**config.mk**
```make
export PLATFORM = sky130hd
export DESIGN_NAME = swpic_top
export DESIGN_NICKNAME = d
export VERILOG_FILES = /design/src/rtl/swpic_pkg.sv /design/src/rtl/swpic_prio_regs.sv /design/src/rtl/swpic_arbiter.sv /design/src/rtl/swpic_lvl_stack.sv /design/src/rtl/swpic_top.sv
export SDC_FILE = /design/constraint.sdc
export NUM_CORES = 1
export LEC_CHECK = 0
export ABC_AREA = 1
export ABC_CLOCK_PERIOD_IN_PS = 17600
export CELL_PAD_IN_SITES_DETAIL_PLACEMENT = 1
export CELL_PAD_IN_SITES_GLOBAL_PLACEMENT = 1
export CORE_UTILIZATION = 48
export DETAILED_ROUTE_END_ITERATION = 10
export DONT_BUFFER_PORTS = 1
export HOLD_SLACK_MARGIN = 0.08
export PLACE_DENSITY_LB_ADDON = 0.1
export RECOVER_POWER = 50
export SYNTH_ARGS = -nofsm -noshare
export SYNTH_HDL_FRONTEND = slang
export SYNTH_SLANG_ARGS = --single-unit
```
**constraint.sdc**
```tcl
create_clock -name clk -period 17.6 [get_ports clk]
set_clock_uncertainty 0.2 [all_clocks]
set_input_delay 3.52 -clock clk [delete_from_list [all_inputs] [get_ports clk]]
set_output_delay 3.52 -clock clk [all_outputs]
set_load 0.005 [all_outputs]
```
**src/rtl/swpic_pkg.sv**
```systemverilog
package swpic_pkg;
   typedef logic [1:0] lvl_t;

   localparam lvl_t LVL_R0 = 2'b10;
   localparam lvl_t LVL_R1 = 2'b01;
   localparam lvl_t LVL_R2 = 2'b00;
   localparam lvl_t LVL_R3 = 2'b11;

   // numeric rank of a level code; higher wins
   function automatic logic [1:0] lvl_rank(input lvl_t code);
      logic [1:0] r;
      case (code)
         LVL_R0:  r = 2'd0;
         LVL_R1:  r = 2'd1;
         LVL_R2:  r = 2'd2;
         default: r = 2'd3;
      endcase
      return r;
   endfunction
endpackage

```
**src/rtl/swpic_prio_regs.sv**
```systemverilog
module swpic_prio_regs
   import swpic_pkg::*;
#(
   parameter int NUM_SRC = 14,
   localparam int NREG   = (NUM_SRC + 3) / 4,
   localparam int NFLD   = NREG * 4,
   localparam int AW     = (NREG > 1) ? $clog2(NREG) : 1
) (
   input  logic                 clk,
   input  logic                 rst_n,
   input  logic                 we,
   input  logic [AW-1:0]        addr,
   input  logic [7:0]           wdata,
   output logic [7:0]           rdata,
   output logic [2*NUM_SRC-1:0] prio_flat
);
   lvl_t fld [NFLD];

   for (genvar g = 0; g < NFLD; g++) begin : g_fld
      localparam int R = g / 4;
      localparam int F = g % 4;
      logic hit;
      assign hit = we && (addr == AW'(R));

      always_ff @(posedge clk or negedge rst_n) begin
         if (!rst_n)
            fld[g] <= LVL_R3;
         else if (hit && (wdata[2*F +: 2] != LVL_R0))
            fld[g] <= wdata[2*F +: 2];
      end

      p_keep_field_r2: assert property (@(posedge clk) disable iff (!rst_n)
         (hit && wdata[2*F +: 2] == LVL_R0) |=> (fld[g] == $past(fld[g])));

      p_never_lvl0_r2: assert property (@(posedge clk) disable iff (!rst_n)
         fld[g] != LVL_R0);
   end

   for (genvar s = 0; s < NUM_SRC; s++) begin : g_flat
      assign prio_flat[2*s +: 2] = fld[s];
   end

   always_comb begin
      rdata = '0;
      if (int'(addr) < NREG) begin
         for (int f = 0; f < 4; f++)
            rdata[2*f +: 2] = fld[int'(addr)*4 + f];
      end
   end
endmodule

```
**src/rtl/swpic_arbiter.sv**
```systemverilog
module swpic_arbiter
   import swpic_pkg::*;
#(
   parameter int NUM_SRC = 14,
   parameter int IW      = 4
) (
   input  logic [NUM_SRC-1:0]   req,
   input  logic [2*NUM_SRC-1:0] prio_flat,
   input  lvl_t                 cur,
   output logic                 hit,
   output logic [IW-1:0]        idx,
   output lvl_t                 lvl
);
   logic [1:0] best_rank;
   logic [1:0] cur_rank;
   logic [1:0] r_i;

   // scan downward so that an equal rank at a lower index replaces
   always_comb begin
      hit       = 1'b0;
      idx       = '0;
      lvl       = LVL_R0;
      best_rank = 2'd0;
      cur_rank  = lvl_rank(cur);
      r_i       = 2'd0;
      for (int i = NUM_SRC - 1; i >= 0; i--) begin
         r_i = lvl_rank(prio_flat[2*i +: 2]);
         if (req[i] && (r_i > cur_rank) && (!hit || r_i >= best_rank)) begin
            hit       = 1'b1;
            idx       = IW'(i);
            lvl       = prio_flat[2*i +: 2];
            best_rank = r_i;
         end
      end
   end
endmodule

```
**src/rtl/swpic_lvl_stack.sv**
```systemverilog
module swpic_lvl_stack #(
   parameter int DEPTH = 4,
   parameter int W     = 2,
   localparam int CW   = $clog2(DEPTH + 1),
   localparam int PW   = (DEPTH > 1) ? $clog2(DEPTH) : 1
) (
   input  logic         clk,
   input  logic         rst_n,
   input  logic         push,
   input  logic         pop,
   input  logic         clear,
   input  logic [W-1:0] din,
   output logic [W-1:0] dout,
   output logic         empty,
   output logic         full
);
   logic [W-1:0]  mem [DEPTH];
   logic [CW-1:0] cnt;
   logic [PW-1:0] wr_idx;
   logic [PW-1:0] rd_idx;

   assign empty  = (cnt == '0);
   assign full   = (cnt == CW'(DEPTH));
   assign wr_idx = PW'(cnt);
   assign rd_idx = PW'(cnt - CW'(1));
   assign dout   = empty ? '0 : mem[rd_idx];

   always_ff @(posedge clk or negedge rst_n) begin
      if (!rst_n)
         cnt <= '0;
      else if (clear)
         cnt <= '0;
      else if (push && !full)
         cnt <= cnt + CW'(1);
      else if (pop && !empty)
         cnt <= cnt - CW'(1);
   end

   always_ff @(posedge clk) begin
      if (push && !full && !clear)
         mem[wr_idx] <= din;
   end

   p_no_overflow_r11: assert property (@(posedge clk) disable iff (!rst_n)
      push |-> !full);

   p_no_underflow_r8: assert property (@(posedge clk) disable iff (!rst_n)
      pop |-> !empty);

   p_clear_empties_r7: assert property (@(posedge clk) disable iff (!rst_n)
      clear |=> empty);
endmodule

```
**src/rtl/swpic_top.sv**
```systemverilog
module swpic_top
   import swpic_pkg::*;
#(
   parameter int          NUM_SRC       = 14,
   parameter int          STK_DEPTH     = 4,
   parameter logic [15:0] SRC_VEC_TOP   = 16'hFFF8,
   parameter logic [15:0] SRC_VEC_FLOOR = 16'hFFE0,
   parameter logic [15:0] TRAP_VEC      = 16'hFFFA,
   parameter logic [15:0] RESET_VEC     = 16'hFFFE,
   localparam int NREG = (NUM_SRC + 3) / 4,
   localparam int AW   = (NREG > 1) ? $clog2(NREG) : 1,
   localparam int IW   = $clog2(NUM_SRC + 2)
) (
   input  logic               clk,
   input  logic               rst_n,
   input  logic [NUM_SRC-1:0] irq_req,
   input  logic               trap_req,
   input  logic               rst_req,
   input  logic               iret,
   input  logic               op_en,
   input  logic               op_dis,
   input  logic               op_pop,
   input  logic [1:0]         pop_lvl,
   input  logic               pr_we,
   input  logic [AW-1:0]      pr_addr,
   input  logic [7:0]         pr_wdata,
   output logic [7:0]         pr_rdata,
   output logic [1:0]         cur_lvl,
   output logic               grant,
   output logic [IW-1:0]      grant_src,
   output logic [15:0]        grant_vec
);
   localparam logic [IW-1:0] TRAP_ID = IW'(NUM_SRC);
   localparam logic [IW-1:0] RST_ID  = IW'(NUM_SRC + 1);

   if (NUM_SRC < 1 || NUM_SRC > 30) begin : g_chk_src
      $error("swpic_top: NUM_SRC out of range");
   end
   if (STK_DEPTH < 4) begin : g_chk_depth
      $error("swpic_top: STK_DEPTH must be at least 4");
   end

   logic [2*NUM_SRC-1:0] prio_flat;
   logic                 arb_hit;
   logic [IW-1:0]        arb_idx;
   lvl_t                 arb_lvl;
   lvl_t                 cur_q, nxt_lvl;
   lvl_t                 stk_top;
   logic                 stk_empty, stk_full;
   logic                 do_push, do_pop, do_clr;
   logic                 trap_pend, trap_live, take_trap;
   logic                 g_nxt;
   logic [IW-1:0]        gsrc_nxt;
   logic [15:0]          gvec_nxt;
   logic [15:0]          vtab [NUM_SRC];

   swpic_prio_regs #(.NUM_SRC(NUM_SRC)) u_regs (
      .clk       (clk),
      .rst_n     (rst_n),
      .we        (pr_we),
      .addr      (pr_addr),
      .wdata     (pr_wdata),
      .rdata     (pr_rdata),
      .prio_flat (prio_flat)
   );

   swpic_arbiter #(.NUM_SRC(NUM_SRC), .IW(IW)) u_arb (
      .req       (irq_req),
      .prio_flat (prio_flat),
      .cur       (cur_q),
      .hit       (arb_hit),
      .idx       (arb_idx),
      .lvl       (arb_lvl)
   );

   swpic_lvl_stack #(.DEPTH(STK_DEPTH), .W(2)) u_stk (
      .clk   (clk),
      .rst_n (rst_n),
      .push  (do_push),
      .pop   (do_pop),
      .clear (do_clr),
      .din   (cur_q),
      .dout  (stk_top),
      .empty (stk_empty),
      .full  (stk_full)
   );

   // vector per source: fixed 2-byte step, clamped at the floor
   for (genvar g = 0; g < NUM_SRC; g++) begin : g_vec
      localparam int RAW = int'(SRC_VEC_TOP) - 2 * g;
      if (RAW < int'(SRC_VEC_FLOOR)) begin : g_clamp
         assign vtab[g] = SRC_VEC_FLOOR;
      end else begin : g_step
         assign vtab[g] = 16'(RAW);
      end
   end

   assign trap_live = trap_pend | trap_req;

   always_comb begin
      nxt_lvl   = cur_q;
      do_push   = 1'b0;
      do_pop    = 1'b0;
      do_clr    = 1'b0;
      take_trap = 1'b0;
      g_nxt     = 1'b0;
      gsrc_nxt  = '0;
      gvec_nxt  = '0;
      if (rst_req) begin
         nxt_lvl  = LVL_R3;
         do_clr   = 1'b1;
         g_nxt    = 1'b1;
         gsrc_nxt = RST_ID;
         gvec_nxt = RESET_VEC;
      end else if (iret) begin
         if (!stk_empty) begin
            nxt_lvl = stk_top;
            do_pop  = 1'b1;
         end
      end else if (op_en) begin
         nxt_lvl = LVL_R0;
      end else if (op_dis) begin
         nxt_lvl = LVL_R3;
      end else if (op_pop) begin
         nxt_lvl = pop_lvl;
      end else if (trap_live && !stk_full) begin
         nxt_lvl   = LVL_R3;
         do_push   = 1'b1;
         take_trap = 1'b1;
         g_nxt     = 1'b1;
         gsrc_nxt  = TRAP_ID;
         gvec_nxt  = TRAP_VEC;
      end else if (arb_hit && !stk_full) begin
         nxt_lvl  = arb_lvl;
         do_push  = 1'b1;
         g_nxt    = 1'b1;
         gsrc_nxt = arb_idx;
         gvec_nxt = vtab[arb_idx];
      end
   end

   always_ff @(posedge clk or negedge rst_n) begin
      if (!rst_n) begin
         cur_q     <= LVL_R3;
         trap_pend <= 1'b0;
         grant     <= 1'b0;
         grant_src <= '0;
         grant_vec <= '0;
      end else begin
         cur_q     <= nxt_lvl;
         trap_pend <= trap_live && !take_trap && !rst_req;
         grant     <= g_nxt;
         grant_src <= gsrc_nxt;
         grant_vec <= gvec_nxt;
      end
   end

   assign cur_lvl = cur_q;

   p_grant_above_r3: assert property (@(posedge clk) disable iff (!rst_n)
      (grant && grant_src < TRAP_ID) |-> (lvl_rank(cur_lvl) > lvl_rank($past(cur_lvl))));

   p_trap_top_r6: assert property (@(posedge clk) disable iff (!rst_n)
      (grant && grant_src == TRAP_ID) |-> (cur_lvl == LVL_R3));

   p_restart_r7: assert property (@(posedge clk) disable iff (!rst_n)
      rst_req |=> (grant && grant_src == RST_ID && cur_lvl == LVL_R3));

   p_event_nogrant_r9: assert property (@(posedge clk) disable iff (!rst_n)
      ((iret || op_en || op_dis || op_pop) && !rst_req) |=> !grant);

   p_enable_r9: assert property (@(posedge clk) disable iff (!rst_n)
      (op_en && !rst_req && !iret) |=> (cur_lvl == LVL_R0));

   p_full_blocks_r11: assert property (@(posedge clk) disable iff (!rst_n)
      (stk_full && !rst_req) |=> !grant);
endmodule

```
==> run summary <==
initial antenna violation count -> 0
Max-slew headroom -> 0.623
Synth Area in Simple Gates -> 0.257
EDFF count, synth -> 8
sequential area share after synthesis -> 0.276
CTS Root Cell -> clkbuf_8
# H-tree levels -> 2
most used cell, CP -> nand2_1
Setup CP Type -> input pin to flip-flop
Crit path max-delay family -> simple AND/OR/NAND/NOR gates
Post-Synth Adder-Cell Area -> 0.201
Critical R2R Capture -> grant_vec[3]
Via density -> 5.59
max cap viols -> 0
Primary FF master, synth -> dfstp_2
WP buf/inv -> 8
Num CTS Buffers -> 5
clock tree buffer depth -> 2
Async SR Flop Fraction -> 0.855
Worst-Margin Slew -> 566 ps
row count -> 37
Die ar. -> 0.0114 sq mm
setup violators final -> 0
Port Buf Inserts -> 0
Post-Synth XOR/XNOR Area -> 0.00166
dpl hpwl -> 12.6 mm
Die Span X -> 107 microns
Synth Instances -> 718
layout cells sized above 1 -> 0.174
fin crit period -> 16,510 ps
critical path's largest stage delay -> 390 ps
Layout Cells excl Fill -> 862
complex-gate fraction of the synthesized area -> 0.155
Max Slew Vio Count -> 0
hold endpoint -> u_regs.fld[3]
Synth area leader -> ha_1
Placed Cells -> 842
min-delay src -> u_regs.fld[3]
main combinational cell family by area after synthesis -> simple AND/OR/NAND/NOR gates
CTS tree -> yes
mux cell area share after synthesis -> 0
Die Ht -> 107 microns
Initial Util -> 0.503
average size of a mapped cell -> 7.36 sq um
DR iter-0 viols -> 213
flops & latches, synth -> 55
top cell type's share of synthesized area -> 0.201
vias in the first global route -> 5,129
core area -> 0.0105 sq mm
Startpoint Class -> input pin
Placement Cell Area -> 0.00537 sq mm
Tcrit/Tclk final -> 0.938
crit-path max FO -> 10
fin nets -> 845
IO Pins -> 66
Worst-Skew Late Latency -> 320 ps
Hold WC Path Type -> flip-flop to flip-flop
Arrival @ worst endpoint -> 16,500 ps
largest cells by area after synthesis -> ha_1 (20%), dfstp_2 (17%), nand2_1 (9.9%)
Final Cell Area -> 0.00564 sq mm
DRC -> 0
clock sink total -> 55
Distinct cells, synth -> 40
antenna fix cells -> 0
Area Overhead vs Synth -> 6.68%
hold depth -> 2
grt ovf -> 0
outcome -> finished, final reports clean
vias post-DR -> 4,822
largest net degree at the start of global routing -> 48
final RePlAce weighted congestion -> 0.846
CP required -> 17,580 ps
Fillers -> 1,380
final wirelength -> 15.8 mm
Worst R2R Setup Slack -> 2350 ps
final hold vios -> 0
highest clock rate -> 60.6 MHz
Worst R2R Path Depth -> 106
routed len/inst -> 18.3 microns
first-pass GRT wire length -> 25.6 mm
Crit. End Element -> flip-flop
# hold bufs at CTS -> 0
drt pass-1 iters -> 4
Post-Synthesis Net Count -> 838
Final ANT Viol Nets -> 0
most common cell after layout, fill and taps aside -> nand2_1
Clock transition at path regs -> 100 ps
cell area after synthesis -> 0.00528 sq mm
Worst path slowest cell -> or3_1
leading cell types in the layout, fill and taps excluded -> nand2_1 (135), inv_1 (114), ha_1 (85)
Synth Warn # -> 0
worst reg2reg startpoint -> cur_lvl[1]
Tot GR Track Use -> 0.284
[how the worst max path moves through the flow]
stage | from | end | slack, ps | cells past startpoint
finish | irq_req[13] | grant_vec[3] | 1090 | 101
global route | irq_req[13] | grant_vec[3] | -100 | 102
CTS | irq_req[13] | grant_vec[3] | 140 | 101
detailed placement | irq_req[13] | grant_vec[3] | -150 | 101
global placement | irq_req[13] | grant_vec[3] | 750 | 103
floorplan | irq_req[13] | grant_vec[1] | 2060 | 93
[timing repair]
| action | 4_1_cts | 5_1_grt |
|---|---|---|
| gates resized for setup | 0 | 32 |
| setup buffers | 0 | 12 |
| setup endpoints to repair | 0 | 10 |
[cell type report]
| class | count | area (sq um) | share of cell area |
|---|---|---|---|
| Multi-Input combinational cell | 523 | 3340 | 0.592 |
| Sequential cell | 55 | 1460 | 0.259 |
| Inverter | 127 | 478 | 0.0848 |
| Tap cell | 136 | 170 | 0.0302 |
| Timing Repair Buffer | 13 | 97.6 | 0.0173 |
| Clock buffer | 5 | 68.8 | 0.0122 |
| Clock inverter | 3 | 25.0 | 0.00444 |
[through the flow]
stage	setup WS (ps)	util	hold slack [ps]	TNS [ps]
final	1090	0.536	302	0
after global routing	-101	0.536	325	-165
after CTS	137	0.520	298	0
after detailed placement	-151	0.511	276	-321
after global placement	753	0.511	276	0
after floorplan	2060	-	257	0
[metal layers]
| metal | GRT usage | wire length, microns |
|---|---|---|
| met1 | 0.353 | 6830 |
| met4 | 0.0646 | 273 |
| met3 | 0.0492 | 654 |
| met2 | 0.511 | 8050 |
| met5 | 0 | 0 |
[state kept, by name (all words and copies together), names as in the netlist]
register and flops:
trap_pend 1, grant_vec 5, cur_lvl 2, u_regs.prio_flat 28
u_stk.cnt 3, u_regs.fld 4, u_stk.mem 8, grant_src 4
[worst register-to-register path, delay by kind of cell, from the launching register on]
| family | cells | cell delay (ps) |
|---|---|---|
| simple gates | 57 | 6280 |
| fa+ha+maj | 15 | 4180 |
| compound gates | 25 | 3210 |
| flops | 1 | 690 |
| buf+inv | 9 | 570 |
[cell families (layout without fill, tap and decap cells)]
| family | after synthesis | in the layout |
|---|---|---|
| other | 1 | 1 |
| AND/OR/NAND/NOR | 296 | 296 |
| buffers and inverters | 140 | 148 |
| flip-flops | 55 | 55 |
| XOR/XNOR | 1 | 1 |
| AO/OA/AOI/OAI | 140 | 140 |
| adder cells (fa/ha/maj) | 85 | 85 |
[synth_stat cells, types with 7 or more instances]
master and count:
nor2_1 72, nand3_1 29, ha_1 85, o21ai_0 51
a22oi_1 9, inv_2 11, o221ai_1 8, edfxtp_1 8
inv_1 115, o211ai_1 9, nand2_1 139, nand2_4 7
a21oi_1 46, nand2_2 23, nand3_2 9, dfrtp_1 13
buf_4 12, dfstp_2 34
Power is left out: the tool's default activity adds up to more than one toggle a clock period on the data nets, which glitch-free logic cannot reach.
